==> src/rtl/hitch_pkg.sv <==
// Package: shared types for the dual-threshold hit channel.
// Assumes nothing beyond the encodings declared here.
package hitch_pkg;

    // Control states of the hit sequencer
    typedef enum logic [1:0] {
        ST_IDLE  = 2'd0,
        ST_PULSE = 2'd1,
        ST_PEND  = 2'd2
    } hit_state_e;

    localparam int STATE_W = 2;

endpackage

==> src/rtl/tmr_reg.sv <==
// Module: tmr_reg
// A W-bit register kept as three identical copies. The output is the bitwise
// majority of the copies, and each copy reloads from the common next value,
// so a single upset copy is outvoted and then rewritten on the next edge.
// Assumes a synchronous active-low reset to RST_VAL.
module tmr_reg #(
    parameter int          W       = 1,
    parameter logic [W-1:0] RST_VAL = '0
) (
    input  logic         clk,
    input  logic         rst_n,
    input  logic [W-1:0] d,
    output logic [W-1:0] q
);

    logic [W-1:0] copy [3];

    for (genvar g = 0; g < 3; g++) begin : g_copy
        // Load one copy from the shared next value
        always_ff @(posedge clk) begin
            if (!rst_n) copy[g] <= RST_VAL;
            else        copy[g] <= d;
        end
    end

    // Bitwise 2-of-3 vote
    always_comb begin
        q = (copy[0] & copy[1]) | (copy[0] & copy[2]) | (copy[1] & copy[2]);
    end

endmodule

==> src/rtl/sync_edge.sv <==
// Module: sync_edge
// Brings an asynchronous comparator level into the clock domain through
// STAGES flops, then compares the result with its own one-cycle-delayed copy
// to give single-cycle rise and fall pulses. The flop chain is triplicated.
// Assumes the input stays at least one clock period in each state.
module sync_edge #(
    parameter int STAGES = 2
) (
    input  logic clk,
    input  logic rst_n,
    input  logic din,
    output logic level,
    output logic rise,
    output logic fall
);

    localparam int CHAIN_W = STAGES + 1;

    logic [CHAIN_W-1:0] chain_d, chain_q;

    // Shift the raw input into the chain
    always_comb begin
        chain_d = {chain_q[CHAIN_W-2:0], din};
    end

    tmr_reg #(.W(CHAIN_W), .RST_VAL('0)) chain_r (
        .clk  (clk),
        .rst_n(rst_n),
        .d    (chain_d),
        .q    (chain_q)
    );

    // Synchronized level and its edges
    always_comb begin
        level = chain_q[STAGES-1];
        rise  = chain_q[STAGES-1] & ~chain_q[STAGES];
        fall  = ~chain_q[STAGES-1] & chain_q[STAGES];
    end

endmodule

==> src/rtl/hit_ctrl.sv <==
// Module: hit_ctrl
// Sequencer for one channel. On a synchronized low-threshold rise it stores
// the shared timestamp and starts tracking the high-threshold level. On the
// low-threshold fall it either packs a word and holds it for the consumer,
// or drops the pulse when the high threshold never fired.
// Assumes TS_W > TOT_W and edge inputs that are single-cycle pulses.
module hit_ctrl
    import hitch_pkg::*;
#(
    parameter int CH_W  = 6,
    parameter int TS_W  = 16,
    parameter int TOT_W = 10
) (
    input  logic                         clk,
    input  logic                         rst_n,
    input  logic [CH_W-1:0]              chan_id,
    input  logic [TS_W-1:0]              ts_bus,
    input  logic                         lo_rise,
    input  logic                         lo_fall,
    input  logic                         hi_level,
    input  logic                         out_ready,
    output logic [CH_W+TS_W+TOT_W-1:0]   out_word,
    output logic                         out_valid
);

    localparam int WORD_W = CH_W + TS_W + TOT_W;

    logic [STATE_W-1:0] st_raw_d, st_raw_q;
    hit_state_e         st_q, st_d;
    logic [TS_W-1:0]    lead_d, lead_q;
    logic               hiq_d, hiq_q;
    logic [WORD_W-1:0]  word_d, word_q;
    logic [TS_W-1:0]    width_raw;
    logic [TOT_W-1:0]   tot_sat;

    // Width of the pulse, modulo the timestamp range
    always_comb begin
        width_raw = ts_bus - lead_q;
    end

    // Clamp the width to the ToT field
    if (TS_W > TOT_W) begin : g_clamp
        always_comb begin
            tot_sat = (|width_raw[TS_W-1:TOT_W]) ? {TOT_W{1'b1}} : width_raw[TOT_W-1:0];
        end
    end else begin : g_noclamp
        always_comb begin
            tot_sat = TOT_W'(width_raw);
        end
    end

    // Next-state and capture logic
    always_comb begin
        st_d   = st_q;
        lead_d = lead_q;
        hiq_d  = hiq_q;
        word_d = word_q;
        unique case (st_q)
            ST_IDLE: begin
                if (lo_rise) begin
                    st_d   = ST_PULSE;
                    lead_d = ts_bus;
                    hiq_d  = hi_level;
                end
            end
            ST_PULSE: begin
                hiq_d = hiq_q | hi_level;
                if (lo_fall) begin
                    if (hiq_q | hi_level) begin
                        st_d   = ST_PEND;
                        word_d = {chan_id, lead_q, tot_sat};
                    end else begin
                        st_d = ST_IDLE;
                    end
                end
            end
            ST_PEND: begin
                if (out_ready) st_d = ST_IDLE;
            end
            default: st_d = ST_IDLE;
        endcase
    end

    // Enum to raw bits for the voted register
    always_comb begin
        st_raw_d = STATE_W'(st_d);
        st_q     = hit_state_e'(st_raw_q);
    end

    tmr_reg #(.W(STATE_W), .RST_VAL(STATE_W'(ST_IDLE))) state_r (
        .clk(clk), .rst_n(rst_n), .d(st_raw_d), .q(st_raw_q)
    );

    tmr_reg #(.W(TS_W), .RST_VAL('0)) lead_r (
        .clk(clk), .rst_n(rst_n), .d(lead_d), .q(lead_q)
    );

    tmr_reg #(.W(1), .RST_VAL(1'b0)) hiq_r (
        .clk(clk), .rst_n(rst_n), .d(hiq_d), .q(hiq_q)
    );

    tmr_reg #(.W(WORD_W), .RST_VAL('0)) word_r (
        .clk(clk), .rst_n(rst_n), .d(word_d), .q(word_q)
    );

    // Drive the output handshake from the voted state
    always_comb begin
        out_valid = (st_q == ST_PEND);
        out_word  = word_q;
    end

endmodule

==> src/rtl/dual_thr_hit_channel.sv <==
// Module: dual_thr_hit_channel
// Top level of one readout channel: two synchronizers with edge detection,
// followed by the hit sequencer. Output is a valid/ready word.
// Assumes ts_bus is synchronous to clk and chan_id is static.
module dual_thr_hit_channel #(
    parameter int CH_W      = 6,
    parameter int TS_W      = 16,
    parameter int TOT_W     = 10,
    parameter int SYNC_STGS = 2
) (
    input  logic                        clk,
    input  logic                        rst_n,
    input  logic [CH_W-1:0]             chan_id,
    input  logic                        cmp_lo,
    input  logic                        cmp_hi,
    input  logic [TS_W-1:0]             ts_bus,
    output logic [CH_W+TS_W+TOT_W-1:0]  hit_word,
    output logic                        hit_valid,
    input  logic                        hit_ready
);

    logic lo_level, lo_rise, lo_fall;
    logic hi_level, hi_rise, hi_fall;
    logic unused_edges;

    // Only the high-threshold level is used; its edges are discarded
    always_comb begin
        unused_edges = lo_level ^ hi_rise ^ hi_fall;
    end

    sync_edge #(.STAGES(SYNC_STGS)) lo_sync_i (
        .clk(clk), .rst_n(rst_n), .din(cmp_lo),
        .level(lo_level), .rise(lo_rise), .fall(lo_fall)
    );

    sync_edge #(.STAGES(SYNC_STGS)) hi_sync_i (
        .clk(clk), .rst_n(rst_n), .din(cmp_hi),
        .level(hi_level), .rise(hi_rise), .fall(hi_fall)
    );

    hit_ctrl #(.CH_W(CH_W), .TS_W(TS_W), .TOT_W(TOT_W)) ctrl_i (
        .clk      (clk),
        .rst_n    (rst_n),
        .chan_id  (chan_id),
        .ts_bus   (ts_bus),
        .lo_rise  (lo_rise),
        .lo_fall  (lo_fall),
        .hi_level (hi_level),
        .out_ready(hit_ready),
        .out_word (hit_word),
        .out_valid(hit_valid)
    );

endmodule

==> config.mk <==
export PLATFORM = sky130hd
export DESIGN_NAME = dual_thr_hit_channel
export DESIGN_NICKNAME = d
export VERILOG_FILES = /design/src/rtl/hitch_pkg.sv /design/src/rtl/tmr_reg.sv /design/src/rtl/sync_edge.sv /design/src/rtl/hit_ctrl.sv /design/src/rtl/dual_thr_hit_channel.sv
export SDC_FILE = /design/constraint.sdc
export NUM_CORES = 1
export LEC_CHECK = 0
export BUFFER_PORTS_ARGS = -buffer_cell sky130_fd_sc_hd__buf_4
export CAP_MARGIN = 20
export CORE_MARGIN = 2
export CORE_UTILIZATION = 49
export DETAILED_ROUTE_END_ITERATION = 8
export GPL_ROUTABILITY_DRIVEN = 0
export PLACE_DENSITY_LB_ADDON = 0.12
export SLEW_MARGIN = 20
export SYNTH_ARGS = -nofsm -noshare
export SYNTH_HDL_FRONTEND = slang
export SYNTH_SLANG_ARGS = --single-unit
==> constraint.sdc <==
create_clock -name clk -period 2.52 [get_ports clk]
set_input_delay 0.126 -clock clk [delete_from_list [all_inputs] [get_ports clk]]
set_output_delay 0.126 -clock clk [all_outputs]
set_load 0.02 [all_outputs]
# Yosys cells after proc, flatten, opt, wreduce, memory -nomap -nowiden
# Memories as Yosys holds them, arrays and structs flattened.
# Index checks and enable logic that the tools add are counted.
# Widths: inputs -> output; s select.
# word_totals
mem_count,6
ff_bits,0
elab_cells,97
mem_bits_rw,171
in_bits,27
out_inout_bits,33
# mem_list
memory,words,word_bits,read_ports,rd_clocked_by_memory_dff,wr,line,source
ctrl_i.word_r.copy,3,32,3,0,3,tmr_reg.sv:16,logic [W-1:0] copy [3];
ctrl_i.lead_r.copy,3,16,3,0,3,tmr_reg.sv:16,
hi_sync_i.chain_r.copy,3,3,3,0,3,tmr_reg.sv:16,
lo_sync_i.chain_r.copy,3,3,3,0,3,tmr_reg.sv:16,
ctrl_i.state_r.copy,3,2,3,0,3,tmr_reg.sv:16,
ctrl_i.hiq_r.copy,3,1,3,0,3,tmr_reg.sv:16,
# op_classes
n_addsub,1
n_mux,33
reduce_logical,2
n_eq_ne,2
n_bitwise,53
# op_table
operator,n
$mux 32,6
$and 32x32->32,3
$mux 16,5
$or 32x32->32,2
$and 16x16->16,3
$or 16x16->16,2
$or 1x1->1,21
$mux 3,6
$sub 16x16->16,1
$mux 2,7
$and 2x2->2,6
$mux 10,1
$and 3x3->3,3
$or 2x2->2,4
$mux 1,6
$or 3x3->3,2
$pmux 2 s3,1
$reduce_or 6->1,1
$and 1x1->1,5
$eq 2x1->1 const B,1
$eq 2x2->1 const B,1
$logic_not 2->1,1
$not 1->1,2
$pmux 1 s2,1

# Depth between registers and ports, before layout
# Gate-level depths: netlist of the first run.
# logic_depth
word_depth,10
mapped_depth,12
depth_no_buf,12

# Hierarchy
# A second synthesis of the first run with hierarchy kept.
# hier_totals
cells_unflattened,361
hier_area_um2,3220.6
# by_module_without_submodules
mod,seq_area_each_um2,instances,area_per_inst_um2,cells_each
hit_ctrl,0.0,1,1607.8,238
tmr_reg (ctrl_i.word_r),640.6,1,895.9,67
tmr_reg (ctrl_i.lead_r),320.3,1,446.7,33
tmr_reg (hi_sync_i.chain_r ...),60.1,2,78.8,6
tmr_reg (ctrl_i.state_r),40.0,1,52.6,4
sync_edge,0.0,2,15.0,2
tmr_reg (ctrl_i.hiq_r),20.0,1,30.0,3

# Worst setup path after synthesis of the first run
# No wires, ideal clock.
# synth_path
path_type,reg-to-reg
start,memory ctrl_i.lead_r.copy[1][0] (netlist bit)
end,memory ctrl_i.word_r.copy[1][0] (netlist bit)
stages_incl_launch_ff,12
arrival_ps,2602
period_less_slack_ps,2745
setup_time_ps,143
n_path_buf,0
path_slack_ps,-225
required_ps,2377
path_cell_list,dfxtp_1 ha_1 inv_1 fa_1 a211oi_2 o211ai_2 nand4_2 nor3_1 a211o_1 a311o_1 a2111oi_4 a31oi_1
# synth_lines
element,line
from (decl),tmr_reg.sv:16
to (decl),tmr_reg.sv:16

==> impl_metrics.json, run 1 <==
{
  "synth_top_family_by_area": "compound AO/OA/AOI/OAI gates",
  "io_buffers": 59,
  "coreArea_sq_mm": 0.00554,
  "worst_ep_required_time_ns": 2.73,
  "cts_tree": "yes",
  "first_pass_iters": 4,
  "cts_hold_buffers": 0,
  "slew_headroom_pct": 48.0,
  "diodes": 0,
  "num_rows": 27,
  "ys_seq_area_share_pct": 39.9,
  "tightestPinTransition_ns": 0.778,
  "overflow": 0,
  "synth.area.mux_share_pct": 0,
  "synth_top_area_share_pct": 39.9,
  "drc": 0,
  "start_util_pct": 50.7,
  "cts.sink_count": 56,
  "whs_ns": 0.0162,
  "fin_crit_ns": 2.70,
  "cts.path.max_buffers": 2,
  "antenna_found_initial": 0,
  "run_status": "complete, but fails checks",
  "synthAdderAreaFrac_pct": 7.39,
  "rsz0062_at_grt": "true",
  "powerDensity_mw_per_mm2": 495,
  "syn_nets": 387,
  "fmax_ghz": 0.371,
  "setup_ws_ns": -0.175,
  "dieHeight_um": 79.7,
  "startpoint_type": "flop",
  "clk_latency_ns": 0.32,
  "endpoint_kind": "flop",
  "syn2layout_area_growth_pct": 30.5,
  "hold_viol_final": 0,
  "p_leak_uw": 0.00146,
  "timing.final.crit_share_pct": 107,
  "drv_slew": 0,
  "yosysWarnings": 0,
  "grt_usage_pct": 22.6,
  "ys_seq_elements": 56,
  "yosys.area_share.simple_pct": 19.3,
  "tns_ns": -1.43,
  "final_common_cell": "nand2_1",
  "stdcell_area_sq_mm": 0.00367,
  "fin_skew_ns": 0.0123,
  "routed_via_density": 5.18,
  "drt_iter0_markers": 97,
  "critPathArrivalTime_ns": 2.90,
  "violations": "setup timing",
  "path_clk_slew_ns": 0.10,
  "wl_per_cell_um": 13.9,
  "synthesis.area_sq_mm": 0.00281,
  "grt_max_degree": 57,
  "maxCapViolCount": 0,
  "pin_count": 60,
  "ys_types": 38,
  "synth-compound-area-share_pct": 25.4,
  "grt_pass1_vias": 2402,
  "finalSetupViolations": 10,
  "die_area_sq_mm": 0.00636,
  "place_hpwl_mm": 4.67,
  "h-tree-depth": 2,
  "netlist_instances": 344,
  "final_cell_mix": "nand2_1, buf_4, dfxtp_1, a21boi_0, inv_1",
  "drive_gt1_share_pct": 26.0,
  "finalWirelength_mm": 6.87,
  "synth.area.top_cells": "dfxtp_1, nand2_1, a21boi_0",
  "peakVddDrop_mv": 0.288,
  "num_vias": 2563,
  "ant_nets": 0,
  "crit_fanout": 5,
  "fin_nets": 465,
  "fp.dieW_um": 79.7,
  "yosys.area_share.xor_xnor_pct": 3.43,
  "preCtsSetupSlack_ns": -0.271,
  "hp-class": "in -> reg",
  "yosysTopAreaCell": "dfxtp_1",
  "grt_first_pass_wirelength_mm": 11.2,
  "cts_made_buffers": 5,
  "placed_area_sq_mm": 0.00348,
  "path_class": "reg -> reg",
  "syn_area_per_cell_sq_um": 8.17,
  "cts_root_buffer": "clkbuf_8"
}
==> flip-flops by register name, summed over array words and instances, names as in the netlist <==
signal / cells
lo_sync_i.chain_r.copy: 3
ctrl_i.state_r.copy: 2
hi_sync_i.chain_r.copy: 2
ctrl_i.hiq_r.copy: 1
ctrl_i.word_r.copy: 32
ctrl_i.lead_r.copy: 16
==> stage by stage <==
step,instances,utilization [%],total power (uW)
finish,495,66.2,1820
global route,495,66.2,1890
CTS,494,65.1,1820
detailed placement,484,62.9,1220
global placement,484,62.9,1220
floorplan,344,-,1110
==> final timing paths <==
check,start,to,slack (ns),depth (start not counted)
setup / recovery,ctrl_i.lead_r.copy[1][0],ctrl_i.word_r.copy[1][0],-0.18,12
setup reg to reg,ctrl_i.lead_r.copy[1][0],ctrl_i.word_r.copy[1][0],-0.18,12
hold reg to reg,lo_sync_i.chain_r.copy[0][0],lo_sync_i.chain_r.copy[0][1],0.44,1
hold / removal,cmp_lo,lo_sync_i.chain_r.copy[0][0],0.02,2
==> final cells by class <==
class                      count  area (sq um)
inverter                      22          82.6
sequential                    56          1120
timing repair buffer          84           632
clock inverter                 2          35.0
multi-input combinational    253          1630
tap                           72          90.1
fill                         497          1870
clock buffer                   6          72.6
==> kinds of logic after synthesis <==
kind of cell | Yosys count
AND/OR/NAND/NOR | 125
flip-flops | 56
buffers and inverters | 35
XOR/XNOR | 11
adder cells (fa/ha/maj) | 16
AO/OA/AOI/OAI | 101
==> power breakdown <==
| part | internal [uW] | total [uW] | leakage (uW) | switching [uW] |
|---|---|---|---|---|
| logic | 150 | 318 | 0.000954 | 168 |
| clock network | 296 | 590 | 0.0000552 | 294 |
| registers | 898 | 908 | 0.000454 | 10.1 |
==> routing by layer <==
metal / part of all wire, % / GRT usage, % / wire, um / vias to the layer above
met2: 48 / 39.2 / 3310 / 53
met3: 3.7 / 4.52 / 257 / 8
met4: 1.7 / 7.46 / 116 / 0
li1: - / - / - / 1316
met1: 46 / 27.9 / 3180 / 1186
met5: 0 / 0 / 0 / -
==> critical path, stage by stage (launching register included) <==
cell	delay (ns)
dfxtp_2	0.36
ha_4	0.13
inv_2	0.03
fa_2	0.38
a211oi_4	0.24
o211ai_2	0.12
nand4_2	0.13
nor3_2	0.05
a211o_1	0.22
a311o_1	0.35
a2111oi_4	0.27
buf_2	0.22
a31oi_1	0.08
==> synth_stat cells <==
cell	instances
nor2b_1	3
nand2b_1	6
a211o_1	1
o21ai_2	1
nand2_1	86
xnor2_1	4
a21oi_1	11
o211ai_1	2
o21ai_0	17
o21a_1	3
o22ai_2	1
nand4_1	1
dfxtp_1	56
o21ai_1	3
a21o_1	3
a21oi_2	1
and2_1	5
a211oi_1	2
fa_1	1
a21boi_0	39
o31ai_1	1
a31oi_1	10
and3_1	2
clkbuf_1	13
nor2_1	13
nor4b_1	1
a311o_1	1
ha_1	15
nand4_2	1
nand3_1	3
a2111oi_4	1
o22ai_1	1
o211ai_2	1
a211oi_2	2
xor2_1	7
and4bb_1	1
nor3_1	3
inv_1	22
==> what timing repair did <==
action,4_1_cts,5_1_grt
setup buffers,1,1
pin swaps,7,0
gates cloned,1,0
resized for setup,1,7
setup endpoints to repair,10,10
(Power assumes the default switching activity.)
==> run 2, diff against run 1 <==
CORE_UTILIZATION = 50   (was 49)
clock period = 2.7 ns   (was 2.52 ns; I/O delays follow)
==> impl_metrics.json, run 2 (synthesis results as in run 1) <==
{
  "run_status": "complete, but fails checks",
  "violations": "setup timing",
  "antenna_found_initial": 0,
  "worst_ep_required_time_ns": 2.89,
  "finalSetupViolations": 2,
  "place_inst": 473,
  "fin_crit_ns": 2.71,
  "regArea_sq_mm": 0.00112,
  "fp.dieW_um": 79.0,
  "diodes": 0,
  "place_hpwl_mm": 4.73,
  "slew_headroom_pct": 52.3,
  "setup_ws_ns": -0.0145,
  "rsz0062_at_grt": "true",
  "pin_count": 60,
  "powerDensity_mw_per_mm2": 465,
  "reg2reg_depth": 12,
  "p_clk_share_pct": 32.2,
  "drive_gt1_share_pct": 22.7,
  "fin_skew_ns": 0.00689,
  "die_area_sq_mm": 0.00624,
  "largest-register": "ctrl_i.word_r.copy",
  "hold_depth": 2,
  "hold_viol_final": 0,
  "grt_usage_pct": 21.8,
  "final_cell_mix": "nand2_1, buf_4, dfxtp_1, a21boi_0, inv_1",
  "p_total_uw": 1650,
  "grt_pass1_vias": 2472,
  "drt_iter0_markers": 93,
  "utilization_pct": 64.7,
  "tns_ns": -0.0179,
  "overflow": 0,
  "power_frac_seq_pct": 51.5,
  "p_leak_uw": 0.00140,
  "drc": 0,
  "path_clk_slew_ns": 0.10,
  "num_vias": 2493,
  "finalWirelength_mm": 6.53,
  "p_switching_uw": 422,
  "cts_root_buffer": "clkbuf_8",
  "final_common_cell": "nand2_1",
  "drv_slew": 0,
  "final_cell_count_no_fill": 481,
  "fmax_ghz": 0.368,
  "wl_per_cell_um": 13.6,
  "cts_made_buffers": 5,
  "dieHeight_um": 79.0,
  "path_class": "reg -> reg",
  "p_int_uw": 1230,
  "power_frac_comb_pct": 16.4,
  "num_rows": 27,
  "multi_input_area_sq_mm": 0.00161,
  "first_pass_iters": 4,
  "critPathArrivalTime_ns": 2.90,
  "grt_first_pass_wirelength_mm": 10.9,
  "fin_nets": 453,
  "startpoint_type": "flop",
  "ant_nets": 0,
  "endpoint_kind": "flop",
  "routed_via_density": 5.18,
  "crit_fanout": 6,
  "fillers": 506,
  "tightestPinTransition_ns": 0.713,
  "cts_tree": "yes",
  "cts.sink_count": 56,
  "hp-class": "in -> reg",
  "coreArea_sq_mm": 0.00547,
  "grt_max_degree": 57,
  "maxCapViolCount": 0,
  "switching_share_pct": 25.6,
  "largest_reg_flops": 32,
  "syn2layout_area_growth_pct": 26.0,
  "timing.final.crit_share_pct": 101,
  "start_util_pct": 51.4,
  "preCtsSetupSlack_ns": -0.166,
  "cts_hold_buffers": 0,
  "cts.path.max_buffers": 2,
  "peakVddDrop_mv": 0.333,
  "reg.largest.list": "ctrl_i.word_r.copy (32), ctrl_i.lead_r.copy (16), lo_sync_i.chain_r.copy (3)",
  "clk_latency_ns": 0.31,
  "io_buffers": 59,
  "h-tree-depth": 2
}
[run 2: layout make-up]
class	count	area share, %
Clock inverter	1	0.847
Clock buffer	5	1.94
Sequential cell	56	31.7
Tap cell	72	2.54
Inverter	22	2.33
Timing Repair Buffer	72	15.3
Multi-Input combinational cell	253	45.4
[run 2: what timing repair did]
item | 4_1_cts | 5_1_grt
setup endpoints to repair | 10 | 10
pin swaps | 7 | 2
buffers inserted | 1 | 1
resized for setup | 2 | 2
[run 2: path summary, 6_finish.rpt]
kind	endpoint	slack, ns	start
setup / recovery	ctrl_i.word_r.copy[1][2]	-0.01	ctrl_i.lead_r.copy[1][0]
hold / removal	hi_sync_i.chain_r.copy[2][0]	0.03	cmp_hi
setup reg to reg	ctrl_i.word_r.copy[1][2]	-0.01	ctrl_i.lead_r.copy[1][0]
hold reg to reg	hi_sync_i.chain_r.copy[2][1]	0.44	hi_sync_i.chain_r.copy[2][0]
[run 2: stage by stage]
stage,instance area [sq um],hold slack [ns]
4_1_cts,3520,0.0251
6_report,3540,0.0320
3_5_place_dp,3400,0.348
2_1_floorplan,2830,0.262
3_3_place_gp,3400,0.344
5_1_grt,3540,0.0490
[run 2: critical path, stage by stage (launching register included)]
cell and delay [ns]:
dfxtp_2 0.36, ha_4 0.13, inv_2 0.03, fa_2 0.36
a211oi_2 0.25, o211ai_2 0.16, nand4_4 0.16, nor3_2 0.05
a211o_1 0.21, a311o_1 0.35, a2111oi_4 0.25, buf_4 0.21
a31oi_1 0.08
[run 2: power groups by stage]
| stage | combinational [uW] | clock, uW | sequential [uW] |
|---|---|---|---|
| floorplan | 174 | 0 | 865 |
| global placement | 254 | 0 | 867 |
| detailed placement | 259 | 0 | 868 |
| CTS | 264 | 538 | 848 |
| global route | 296 | 565 | 850 |
| finish | 269 | 530 | 848 |
[run 2: metal layers]
layer	share of wire (%)	vias to the layer above	routed length, um	GRT usage [%]
met5	0	-	0	0
met4	0.73	0	48	7.07
met3	3.5	4	230	4.20
met2	50	50	3260	38.2
met1	46	1147	2990	26.9
li1	-	1292	-	-
